**config.mk**
```make
export PLATFORM = sky130hd
export DESIGN_NAME = linesense_ctrl
export DESIGN_NICKNAME = d
export VERILOG_FILES = /design/src/rtl/slc_pkg.sv /design/src/rtl/slc_clkgen.sv /design/src/rtl/slc_frame_seq.sv /design/src/rtl/slc_lane.sv /design/src/rtl/linesense_ctrl.sv
export SDC_FILE = /design/constraint.sdc
export NUM_CORES = 1
export LEC_CHECK = 0
export CAP_MARGIN = 20
export CORE_UTILIZATION = 35
export CTS_CLUSTER_DIAMETER = 120
export DETAILED_ROUTE_END_ITERATION = 10
export SLEW_MARGIN = 0
export SYNTH_ARGS = -nofsm -noshare
export SYNTH_HDL_FRONTEND = slang
export SYNTH_SLANG_ARGS = --single-unit
```
**constraint.sdc**
```tcl
create_clock -name clk -period 15 [get_ports clk]
set_input_delay 3 -clock clk [delete_from_list [all_inputs] [get_ports clk]]
set_output_delay 3 -clock clk [all_outputs]
set_load 0.005 [all_outputs]
```
**src/rtl/slc_pkg.sv**
```systemverilog
// Shared definitions for the linear sensor readout controller.
package slc_pkg;
    // Level of the sensor reset pulse; high is the integration window.
    typedef enum logic {
        PH_LOW  = 1'b0,
        PH_HIGH = 1'b1
    } phase_t;
endpackage

```
**src/rtl/slc_clkgen.sv**
```systemverilog
// Sensor clock generator.
// Divides clk so that each sclk phase lasts 'half' cycles and flags the
// cycle in which sclk falls. Assumes half >= 1 (the top clamps it).
module slc_clkgen #(
    parameter int HALF_W = 16
) (
    input  logic              clk,
    input  logic              rst_n,
    input  logic [HALF_W-1:0] half,
    output logic              sclk,
    output logic              fall_evt
);
    logic [HALF_W-1:0] hc;
    logic              toggle;

    // Phase end: the counter has reached (or passed, after a change) half-1.
    always_comb begin
        toggle   = (hc >= half - HALF_W'(1));
        fall_evt = toggle && sclk;
    end

    // Phase counter and clock output register.
    always_ff @(posedge clk) begin
        if (!rst_n) begin
            hc   <= '0;
            sclk <= 1'b0;
        end else if (toggle) begin
            hc   <= '0;
            sclk <= ~sclk;
        end else begin
            hc <= hc + HALF_W'(1);
        end
    end
endmodule

```
**src/rtl/slc_frame_seq.sv**
```systemverilog
// Reset pulse sequencer.
// Counts sensor clock falls and switches the reset level after high_len
// falls (high) or low_len falls (low); every switch is on a fall event.
// Assumes both lengths are >= 1.
module slc_frame_seq
    import slc_pkg::*;
#(
    parameter int CNT_W = 20
) (
    input  logic             clk,
    input  logic             rst_n,
    input  logic             fall_evt,
    input  logic [CNT_W-1:0] high_len,
    input  logic [CNT_W-1:0] low_len,
    output logic             sreset,
    output logic             frame_start
);
    phase_t           phase;
    logic [CNT_W-1:0] cnt;
    logic [CNT_W-1:0] cur_len;
    logic             last;

    // Length of the current phase and whether this fall ends it.
    always_comb begin
        cur_len     = (phase == PH_HIGH) ? high_len : low_len;
        last        = fall_evt && (cnt >= cur_len - CNT_W'(1));
        frame_start = last && (phase == PH_HIGH);
        sreset      = (phase == PH_HIGH);
    end

    // Phase and fall counter update.
    always_ff @(posedge clk) begin
        if (!rst_n) begin
            phase <= PH_HIGH;
            cnt   <= '0;
        end else if (last) begin
            phase <= (phase == PH_HIGH) ? PH_LOW : PH_HIGH;
            cnt   <= '0;
        end else if (fall_evt) begin
            cnt <= cnt + CNT_W'(1);
        end
    end
endmodule

```
**src/rtl/slc_lane.sv**
```systemverilog
// One capture lane.
// On a rising trigger, loads the ADC word and channel (base + index) into a
// one-entry valid/ready holding register. If that register is still full,
// the sample is dropped and a sticky overrun is set. The index restarts on
// frame_start. Assumes the inputs are synchronous to clk.
module slc_lane #(
    parameter int DATA_W = 12,
    parameter int CH_W   = 8
) (
    input  logic              clk,
    input  logic              rst_n,
    input  logic              en,
    input  logic              trig,
    input  logic [DATA_W-1:0] sample,
    input  logic [CH_W-1:0]   base,
    input  logic              frame_start,
    input  logic              ready,
    output logic              valid,
    output logic [DATA_W-1:0] data,
    output logic [CH_W-1:0]   chan,
    output logic              overrun
);
    logic            trig_q;
    logic            rise;
    logic [CH_W-1:0] cnt;
    logic [CH_W-1:0] idx;

    // Trigger edge and the index this sample would use.
    always_comb begin
        rise = en && trig && !trig_q;
        idx  = frame_start ? '0 : cnt;
    end

    // Edge history, index counter, holding register and overrun flag.
    always_ff @(posedge clk) begin
        if (!rst_n) begin
            trig_q  <= 1'b0;
            cnt     <= '0;
            valid   <= 1'b0;
            data    <= '0;
            chan    <= '0;
            overrun <= 1'b0;
        end else begin
            trig_q <= trig;
            if (frame_start) cnt <= '0;
            if (valid && ready) valid <= 1'b0;
            if (rise) begin
                cnt <= idx + CH_W'(1);
                if (valid && !ready) begin
                    overrun <= 1'b1;
                end else begin
                    valid <= 1'b1;
                    data  <= sample;
                    chan  <= base + idx;
                end
            end
        end
    end
endmodule

```
**src/rtl/linesense_ctrl.sv**
```systemverilog
// Host-side readout controller for a two-chip linear photodiode sensor.
// Clamps the timing configuration, generates the sensor clock and reset
// pulse, captures pixel samples on two lanes, and detects end of frame.
// Assumes all sensor and ADC inputs are synchronous to clk.
module linesense_ctrl #(
    parameter int CHIP_PIX  = 128,
    parameter int DATA_W    = 12,
    parameter int HALF_W    = 16,
    parameter int HALF_MIN  = 13,
    parameter int HALF_MAX  = 1250,
    parameter int INTEG_W   = 20,
    parameter int INTEG_MAX = 1000000,
    localparam int CH_W     = $clog2(2 * CHIP_PIX)
) (
    input  logic               clk,
    input  logic               rst_n,
    input  logic               cfg_par,
    input  logic [HALF_W-1:0]  cfg_half,
    input  logic [INTEG_W-1:0] cfg_integ,
    output logic               sclk,
    output logic               sreset,
    output logic               chip_b_start,
    output logic               chip_b_master,
    input  logic               trig_a,
    input  logic               trig_b,
    input  logic [DATA_W-1:0]  adc_a,
    input  logic [DATA_W-1:0]  adc_b,
    input  logic               eos_a_n,
    input  logic               eos_b_n,
    output logic               a_valid,
    input  logic               a_ready,
    output logic [DATA_W-1:0]  a_data,
    output logic [CH_W-1:0]    a_chan,
    output logic               b_valid,
    input  logic               b_ready,
    output logic [DATA_W-1:0]  b_data,
    output logic [CH_W-1:0]    b_chan,
    output logic               frame_done,
    output logic               cfg_err,
    output logic               overrun
);
    localparam int NPIX       = 2 * CHIP_PIX;
    localparam int MIN_PERIOD = (41 * NPIX + 1) / 2;
    localparam int VIDEO_WIN  = 4 * NPIX + 20;
    localparam int NLANE      = 2;

    logic [HALF_W-1:0]  half_c;
    logic [INTEG_W-1:0] integ_c;
    logic [INTEG_W-1:0] low_len;
    logic [INTEG_W:0]   integ_plus_win;
    logic               half_bad, integ_bad;
    logic               fall_evt, frame_start;
    logic               eos_a_q, eos_b_q, fall_a, fall_b;
    logic               seen_a, seen_b, both_seen;

    logic              lane_en   [NLANE];
    logic              lane_trig [NLANE];
    logic [DATA_W-1:0] lane_smp  [NLANE];
    logic [CH_W-1:0]   lane_base [NLANE];
    logic              lane_rdy  [NLANE];
    logic              lane_vld  [NLANE];
    logic [DATA_W-1:0] lane_dat  [NLANE];
    logic [CH_W-1:0]   lane_chn  [NLANE];
    logic              lane_ovr  [NLANE];

    // Clamp the clock half period to the legal sensor clock range.
    always_comb begin
        half_bad = (cfg_half < HALF_W'(HALF_MIN)) || (cfg_half > HALF_W'(HALF_MAX));
        if (cfg_half < HALF_W'(HALF_MIN))      half_c = HALF_W'(HALF_MIN);
        else if (cfg_half > HALF_W'(HALF_MAX)) half_c = HALF_W'(HALF_MAX);
        else                                   half_c = cfg_half;
    end

    // Clamp integration; stretch the low phase for the readout window and the minimum period.
    always_comb begin
        integ_bad = (cfg_integ == '0) || (cfg_integ > INTEG_W'(INTEG_MAX));
        if (cfg_integ == '0)                     integ_c = INTEG_W'(1);
        else if (cfg_integ > INTEG_W'(INTEG_MAX)) integ_c = INTEG_W'(INTEG_MAX);
        else                                      integ_c = cfg_integ;
        integ_plus_win = {1'b0, integ_c} + (INTEG_W + 1)'(VIDEO_WIN);
        if (integ_plus_win >= (INTEG_W + 1)'(MIN_PERIOD)) low_len = INTEG_W'(VIDEO_WIN);
        else                                              low_len = INTEG_W'(MIN_PERIOD) - integ_c;
    end

    // Sticky record of any clamped configuration field.
    always_ff @(posedge clk) begin
        if (!rst_n)                    cfg_err <= 1'b0;
        else if (half_bad || integ_bad) cfg_err <= 1'b1;
    end

    slc_clkgen #(.HALF_W(HALF_W)) u_clkgen (
        .clk      (clk),
        .rst_n    (rst_n),
        .half     (half_c),
        .sclk     (sclk),
        .fall_evt (fall_evt)
    );

    slc_frame_seq #(.CNT_W(INTEG_W)) u_seq (
        .clk         (clk),
        .rst_n       (rst_n),
        .fall_evt    (fall_evt),
        .high_len    (integ_c),
        .low_len     (low_len),
        .sreset      (sreset),
        .frame_start (frame_start)
    );

    // Chip chaining: the second chip starts from the first chip's end of scan when chained.
    always_comb begin
        chip_b_master = cfg_par;
        chip_b_start  = cfg_par ? 1'b1 : eos_a_n;
    end

    // Lane routing: chained mode merges both triggers onto lane 0 with the shared video line.
    always_comb begin
        lane_en[0]   = 1'b1;
        lane_trig[0] = cfg_par ? trig_a : (trig_a || trig_b);
        lane_smp[0]  = adc_a;
        lane_base[0] = '0;
        lane_rdy[0]  = a_ready;
        lane_en[1]   = cfg_par;
        lane_trig[1] = trig_b;
        lane_smp[1]  = adc_b;
        lane_base[1] = CH_W'(CHIP_PIX);
        lane_rdy[1]  = b_ready;
    end

    for (genvar g = 0; g < NLANE; g++) begin : g_lane
        slc_lane #(.DATA_W(DATA_W), .CH_W(CH_W)) u_lane (
            .clk         (clk),
            .rst_n       (rst_n),
            .en          (lane_en[g]),
            .trig        (lane_trig[g]),
            .sample      (lane_smp[g]),
            .base        (lane_base[g]),
            .frame_start (frame_start),
            .ready       (lane_rdy[g]),
            .valid       (lane_vld[g]),
            .data        (lane_dat[g]),
            .chan        (lane_chn[g]),
            .overrun     (lane_ovr[g])
        );
    end

    // Stream outputs and the combined overrun flag.
    always_comb begin
        a_valid = lane_vld[0];
        a_data  = lane_dat[0];
        a_chan  = lane_chn[0];
        b_valid = lane_vld[1];
        b_data  = lane_dat[1];
        b_chan  = lane_chn[1];
        overrun = lane_ovr[0] || lane_ovr[1];
    end

    // End-of-scan falling edges and the both-seen condition.
    always_comb begin
        fall_a    = eos_a_q && !eos_a_n;
        fall_b    = eos_b_q && !eos_b_n;
        both_seen = (seen_a || fall_a) && (seen_b || fall_b);
    end

    // End-of-scan tracking and the frame-done pulse.
    always_ff @(posedge clk) begin
        if (!rst_n) begin
            eos_a_q    <= 1'b1;
            eos_b_q    <= 1'b1;
            seen_a     <= 1'b0;
            seen_b     <= 1'b0;
            frame_done <= 1'b0;
        end else begin
            eos_a_q    <= eos_a_n;
            eos_b_q    <= eos_b_n;
            frame_done <= cfg_par ? both_seen : fall_b;
            if (frame_start || (cfg_par && both_seen)) begin
                seen_a <= 1'b0;
                seen_b <= 1'b0;
            end else begin
                seen_a <= seen_a || fall_a;
                seen_b <= seen_b || fall_b;
            end
        end
    end
endmodule

```
==> results.txt, run 1 <==
Max VDD drop: 0.00005055 V
Post-cts repair resize count: 0
Final setup TNS: 0 ns
Critical path launch point type: input pin
Fin. Hold Viols: 0
Boundary pin count: 118
Worst-path clk slew: 0.07 ns
Clk pwr share: 0.376
Setup violators final: 0
Initial antenna violation count: 0
Met3 Usage GRT: 0.02835
Sw Pwr: 168.0 uW
Mean Syn Cell Area: 7.822 um^2
Internal cell power: 460.6 uW
Gate power share: 0.158
Arrival time worst endpoint: 10.24 ns
Mapped cell area: 6837 um^2
Post-CTS Repair Setup Buffers: 0
Max-slew headroom: 0.4555
H-tree lvl count: 3
Max Root-Sink Buffers: 2
Place WS: 4.582 ns
Dpl hpwl: 13.01 mm
Clk Latency, worst-skew pair: 0.35 ns
Synth cell types: 79
Post-DP Area: 8182 um^2
CTS tree: yes
DR vias: 6375
Post-route cell area: 8479 um^2
Power Density: 74.13 nW/um^2
Synthesis Warnings: 0
CP Class: input pin to register
Starting DRT DRC Count: 287
Net Sw Frac: 0.2672
Core footprint: 18960 um^2
Slowest stage delay, CP: 0.67 ns
CP Capture Type: register
Type of the worst min-delay path: register to register
Largest net degree at the start of global routing: 49
Slew @ Worst Pin: 0.8148 ns
Period Utilization, post-route: 0.6679
WP data required: 15.22 ns
Die W: 141.8 um
Max-Cap Viols: 0
First-pass GRT wire length: 29.10 mm
Busiest grt layer: met2
Routability cong.: 0.9027
Asr flop ratio synth: 0
Area Overhead vs Synth: 24.03%
F_max: 99.81 MHz
Clock sinks: 106
Slowest cell on the critical path: and4_1
Outcome: completed
Commonest non-fill, non-tap cells in the layout: nand2_1 (121), clkdlybuf4s50_1 (116), dfxtp_1 (106)
Most common cell after layout, fill and taps aside: nand2_1
DR WL/cell: 14.21 um
#FFs+latches synth: 106
Buf/Inv on CP: 1
Drt drc: 0
EDFF count, synth: 0
Drt pass-1 iters: 5
RSZ-0062 raised after global routing: false
Syn Inst Count: 874
Min Tclk post-route: 10.02 ns
Root Buffer: clkbuf_16
Starting Density: 0.3607
Number of global-route vias before repair: 5815
Layout fillers: 1887
Via density per instance: 5.179
GR Util met2: 0.2808
Reg-to-reg slack, setup: 8.80 ns
Row cnt: 50
Final WS setup: 4.981 ns
Diode count: 0
Leakage Power: 0.003245 uW
Most used DFF post-synth: dfxtp_1
Routed Antenna Nets: 0
Worst Path Max Fanout: 18
Die Ht: 141.8 um
Die Area: 20100 um^2
Gr usage total: 0.1776
CP top delay family: simple AND/OR/NAND/NOR gates
Fin. max-slew vios: 0
Met1 Use GR: 0.2470
Share of layout cells above drive strength 1: 0.05355
Sequential power share: 0.466
Detailed Route WL: 17.49 mm
Clock skew: 0.008665 ns
Post-synthesis sequential area ratio: 0.3104
Remaining global-route overflow: 0
CTS Buf Count: 9
IO buf count: 117
Layout Nets: 1078
Hold Buf Count CTS: 0
==> cell type report <==
type / instances / area (um^2) / share of cell area
Tap cell: 260 / 325.3 / 0.03837
Clock buffer: 11 / 252.7 / 0.02981
Multi-Input combinational cell: 711 / 4474 / 0.5277
Inverter: 17 / 63.81 / 0.007525
Sequential cell: 106 / 2122 / 0.2503
Clock inverter: 5 / 45.04 / 0.005312
Timing Repair Buffer: 121 / 1196 / 0.1411
==> metal layers <==
| layer | part of all wire | wire length, um |
|---|---|---|
| met5 | 0 | 0 |
| met4 | 0.015 | 265 |
| met3 | 0.038 | 661 |
| met2 | 0.46 | 7973 |
| met1 | 0.49 | 8592 |
==> path summary, 6_finish.rpt <==
check / from / end / depth (start not counted)
worst min-delay path: g_lane[0].u_lane.data[9] / g_lane[0].u_lane.data[9] / 2
worst max register to register: u_seq.sreset / g_lane[1].u_lane.cnt[6] / 24
worst min register to register: g_lane[0].u_lane.data[9] / g_lane[0].u_lane.data[9] / 2
worst max-delay path: cfg_integ[13] / g_lane[1].u_lane.cnt[6] / 28
==> metrics by stage <==
stage          instances    util  hold WS, ns  power (uW)
2_1_floorplan        878       -       0.4322       354.1
3_3_place_gp        1215  0.4316       0.4386       399.0
3_5_place_dp        1215  0.4316       0.4461       399.0
4_1_cts             1231  0.4473       0.4578       637.6
5_1_grt             1231  0.4473       0.4716       658.3
6_report            1231  0.4473       0.4555       628.6
==> Yosys cell counts (3+ instances only) <==
library cell	n	area (um^2)
a31oi_1	8	50.05
and4_1	6	52.55
nor4_2	3	37.54
o21a_1	8	60.06
or2_2	6	37.54
nand3_1	60	300.3
a211oi_1	6	45.04
o21ai_1	3	15.01
o211ai_1	5	37.54
nand2b_1	11	68.82
nor3b_1	5	37.54
nand4_1	23	143.9
buf_1	3	11.26
inv_1	16	60.06
nand2_1	121	454.2
o31ai_1	15	112.6
and2_1	11	68.82
ha_1	43	538.0
dfxtp_1	106	2122
a21oi_1	53	265.3
or3_1	9	56.30
xnor2_1	20	175.2
nor3_1	24	120.1
and3_1	13	81.33
nor2_1	91	341.6
o21ai_0	30	150.1
nor4_1	7	43.79
nor2b_1	4	25.02
xor2_1	40	350.3
mux2i_1	9	90.09
or4_1	6	45.04
buf_4	3	22.52
a21o_1	17	127.6
clkbuf_1	31	116.4
buf_2	5	25.02
==> registers in the layout (all words and copies together) (netlist names), 2 cells and up <==
register	count
u_clkgen.hc	16
g_lane.u_lane.trig_q	2
g_lane.u_lane.overrun	2
g_lane.u_lane.chan	16
g_lane.u_lane.cnt	16
u_seq.cnt	20
g_lane.u_lane.data	24
g_lane.u_lane.valid	2
==> worst reg2reg max path, stage by stage (launching register included) <==
cell	delay, ns
dfxtp_1	0.31
buf_4	0.30
clkinv_1	0.54
and2_1	0.49
or2_2	0.38
ha_1	0.21
o211a_1	0.12
o21ai_0	0.13
nand4b_2	0.24
nor4_2	0.07
mux2_1	0.33
ha_1	0.27
nand4_1	0.11
or2_2	0.32
nor3_1	0.25
nand2_1	0.08
o21ai_0	0.43
and4_1	0.67
nor2_1	0.15
ha_1	0.25
nand2_1	0.08
nor2_1	0.07
nand3_1	0.10
xor2_1	0.15
nor2_1	0.05
==> cell families (layout without fill, tap and decap cells) <==
group	Yosys count	in the layout	share of synthesized area
mux	11	11	0.01647
xor+xnor	60	60	0.07687
fa+ha+maj	43	43	0.07870
buf+inv	61	154	0.03825
flops	106	106	0.3104
compound gates	176	176	0.1742
simple gates	416	416	0.3045
other cells	1	5	0.0005485
==> power by group through the flow <==
| stage | clock (uW) | sequential [uW] | combinational, uW |
|---|---|---|---|
| final | 236 | 293 | 99.2 |
| after global placement | 0 | 299 | 99.5 |
| after global routing | 254 | 294 | 110 |
| after floorplan | 0 | 299 | 54.8 |
| after detailed placement | 0 | 300 | 99.4 |
| after CTS | 245 | 293 | 100 |
No activity file was read; power rests on OpenSTA's default activity.
==> run 2, diff against run 1 <==
- clock period: 15 -> 8.6 ns (I/O delays scaled with it)
==> run 2 against run 1 <==
Effect of this change:
- first-iteration DRC count rose by 29%
- largest cell class unchanged
- worst setup slack worse by 4.4 ns
- highest routed layer unchanged
- final area grew 1.5%
- critical path depth is 2 higher
- core utilization up 0.65 points
- die area is the same
- combinational power up 79%
- hold slack lost 0.00061 ns
- largest power group unchanged
- final cell count rose by 1.4%
- count of clock-buffer cells in the layout is the same
==> results.txt, run 2 (synthesis results as in run 1) <==
F_max: 125.3 MHz
Drt pass-1 iters: 5
Leakage Power: 0.003326 uW
Diode count: 0
Outcome: completed
Die W: 141.8 um
Dpl hpwl: 13.22 mm
Boundary pin count: 118
Detailed Route WL: 17.60 mm
Clock sinks: 106
Layout fillers: 1899
Share of layout cells above drive strength 1: 0.06984
Row cnt: 50
CTS Buf Count: 9
Core footprint: 18960 um^2
IO buf count: 117
CP Capture Type: register
Fin. max-slew vios: 0
Drt drc: 0
Initial antenna violation count: 0
Die Area: 20100 um^2
Period Utilization, post-route: 0.9278
Commonest non-fill, non-tap cells in the layout: nand2_1 (121), clkdlybuf4s50_1 (116), dfxtp_1 (106)
DR vias: 6462
Clk Latency, worst-skew pair: 0.35 ns
CTS tree: yes
Max-slew headroom: 0.4525
CP Class: input pin to register
Routed Antenna Nets: 0
Starting Density: 0.3607
Root Buffer: clkbuf_16
Fin. Hold Viols: 0
CP top delay family: simple AND/OR/NAND/NOR gates
Setup violators final: 0
Die Ht: 141.8 um
Top reg by flops: g_lane.u_lane.data
WP data required: 8.83 ns
Critical path launch point type: input pin
Power Density: 126.9 nW/um^2
First-pass GRT wire length: 29.09 mm
Worst-path clk slew: 0.07 ns
Clock skew: 0.01041 ns
Top Registers: g_lane.u_lane.data x24, u_seq.cnt x20
RSZ-0062 raised after global routing: false
Via density per instance: 5.178
DR WL/cell: 14.10 um
Slowest stage delay, CP: 0.59 ns
Max VDD drop: 0.00009631 V
Slew @ Worst Pin: 0.8193 ns
Final Hold Slack: 0.4549 ns
Starting DRT DRC Count: 370
Max reg flops: 24
Slowest cell on the critical path: clkdlybuf4s50_1
Post-DP Area: 8309 um^2
Layout Nets: 1095
Largest net degree at the start of global routing: 49
Post-route cell area: 8603 um^2
Routability cong.: 0.9147
Remaining global-route overflow: 0
Buf/Inv on CP: 1
Reg-to-reg slack, setup: 2.86 ns
Gr usage total: 0.1775
Arrival time worst endpoint: 8.21 ns
Max-Cap Viols: 0
Min Tclk post-route: 7.979 ns
Area Overhead vs Synth: 25.84%
Final setup TNS: 0 ns
H-tree lvl count: 3
Max Root-Sink Buffers: 2
Multi-input logic area: 4479 um^2
Number of global-route vias before repair: 5813
Worst Path Max Fanout: 7
Type of the worst min-delay path: register to register
Post-CTS Repair Setup Buffers: 0
Most common cell after layout, fill and taps aside: nand2_1
Storage element area: 2122 um^2
[run 2: per-layer routing]
layer / global-route usage / wire [um] / up-vias / part of all wire
met4: 0.04584 / 148 / 0 / 0.0084
met2: 0.2790 / 7995 / 122 / 0.45
met1: 0.2495 / 8746 / 2989 / 0.50
met3: 0.03071 / 706 / 11 / 0.040
li1: - / - / 3340 / -
met5: 0 / 0 / - / 0
[run 2: tightest hold or removal path, stage by stage (launching register included)]
cell	delay (ns)
dfxtp_1	0.31
nand2_1	0.05
a21oi_1	0.05
[run 2: final cells by class]
cell class | count | area share
Clock buffer | 11 | 0.02821
Timing Repair Buffer | 138 | 0.1539
Tap cell | 260 | 0.03781
Inverter | 17 | 0.007417
Multi-Input combinational cell | 711 | 0.5207
Sequential cell | 106 | 0.2467
Clock inverter | 5 | 0.005381
[run 2: worst paths after layout]
kind,endpoint,startpoint,cells after the start
worst max-delay path,g_lane[1].u_lane.cnt[6],cfg_integ[16],30
worst min-delay path,g_lane[1].u_lane.data[0],g_lane[1].u_lane.data[0],2
worst max register to register,g_lane[1].u_lane.cnt[6],u_seq.sreset,24
worst min register to register,g_lane[1].u_lane.data[0],g_lane[1].u_lane.data[0],2
[run 2: stage by stage]
step,power [uW],worst slack (ns),cells,utilization
2_1_floorplan,617.7,1.146,878,-
3_3_place_gp,700.8,0.2585,1232,0.4384
3_5_place_dp,700.9,0.007192,1232,0.4384
4_1_cts,1107,0.4155,1248,0.4536
5_1_grt,1147,0.1218,1248,0.4539
6_report,1092,0.6213,1248,0.4539
[run 2: power by group]
group	internal [uW]	switching, uW	leakage (uW)	total (uW)
clock	209	193	0.000142	402
sequential	504	7.62	0.000861	511
combinational	86.8	91.3	0.00232	178
total	800	292	0.00333	1090
[run 2: timing repair]
| item | CTS | global route |
|---|---|---|
| gates resized for setup | 0 | 2 |
| hold buffers | 0 | 0 |
| endpoints found under the setup margin | 0 | 4 |
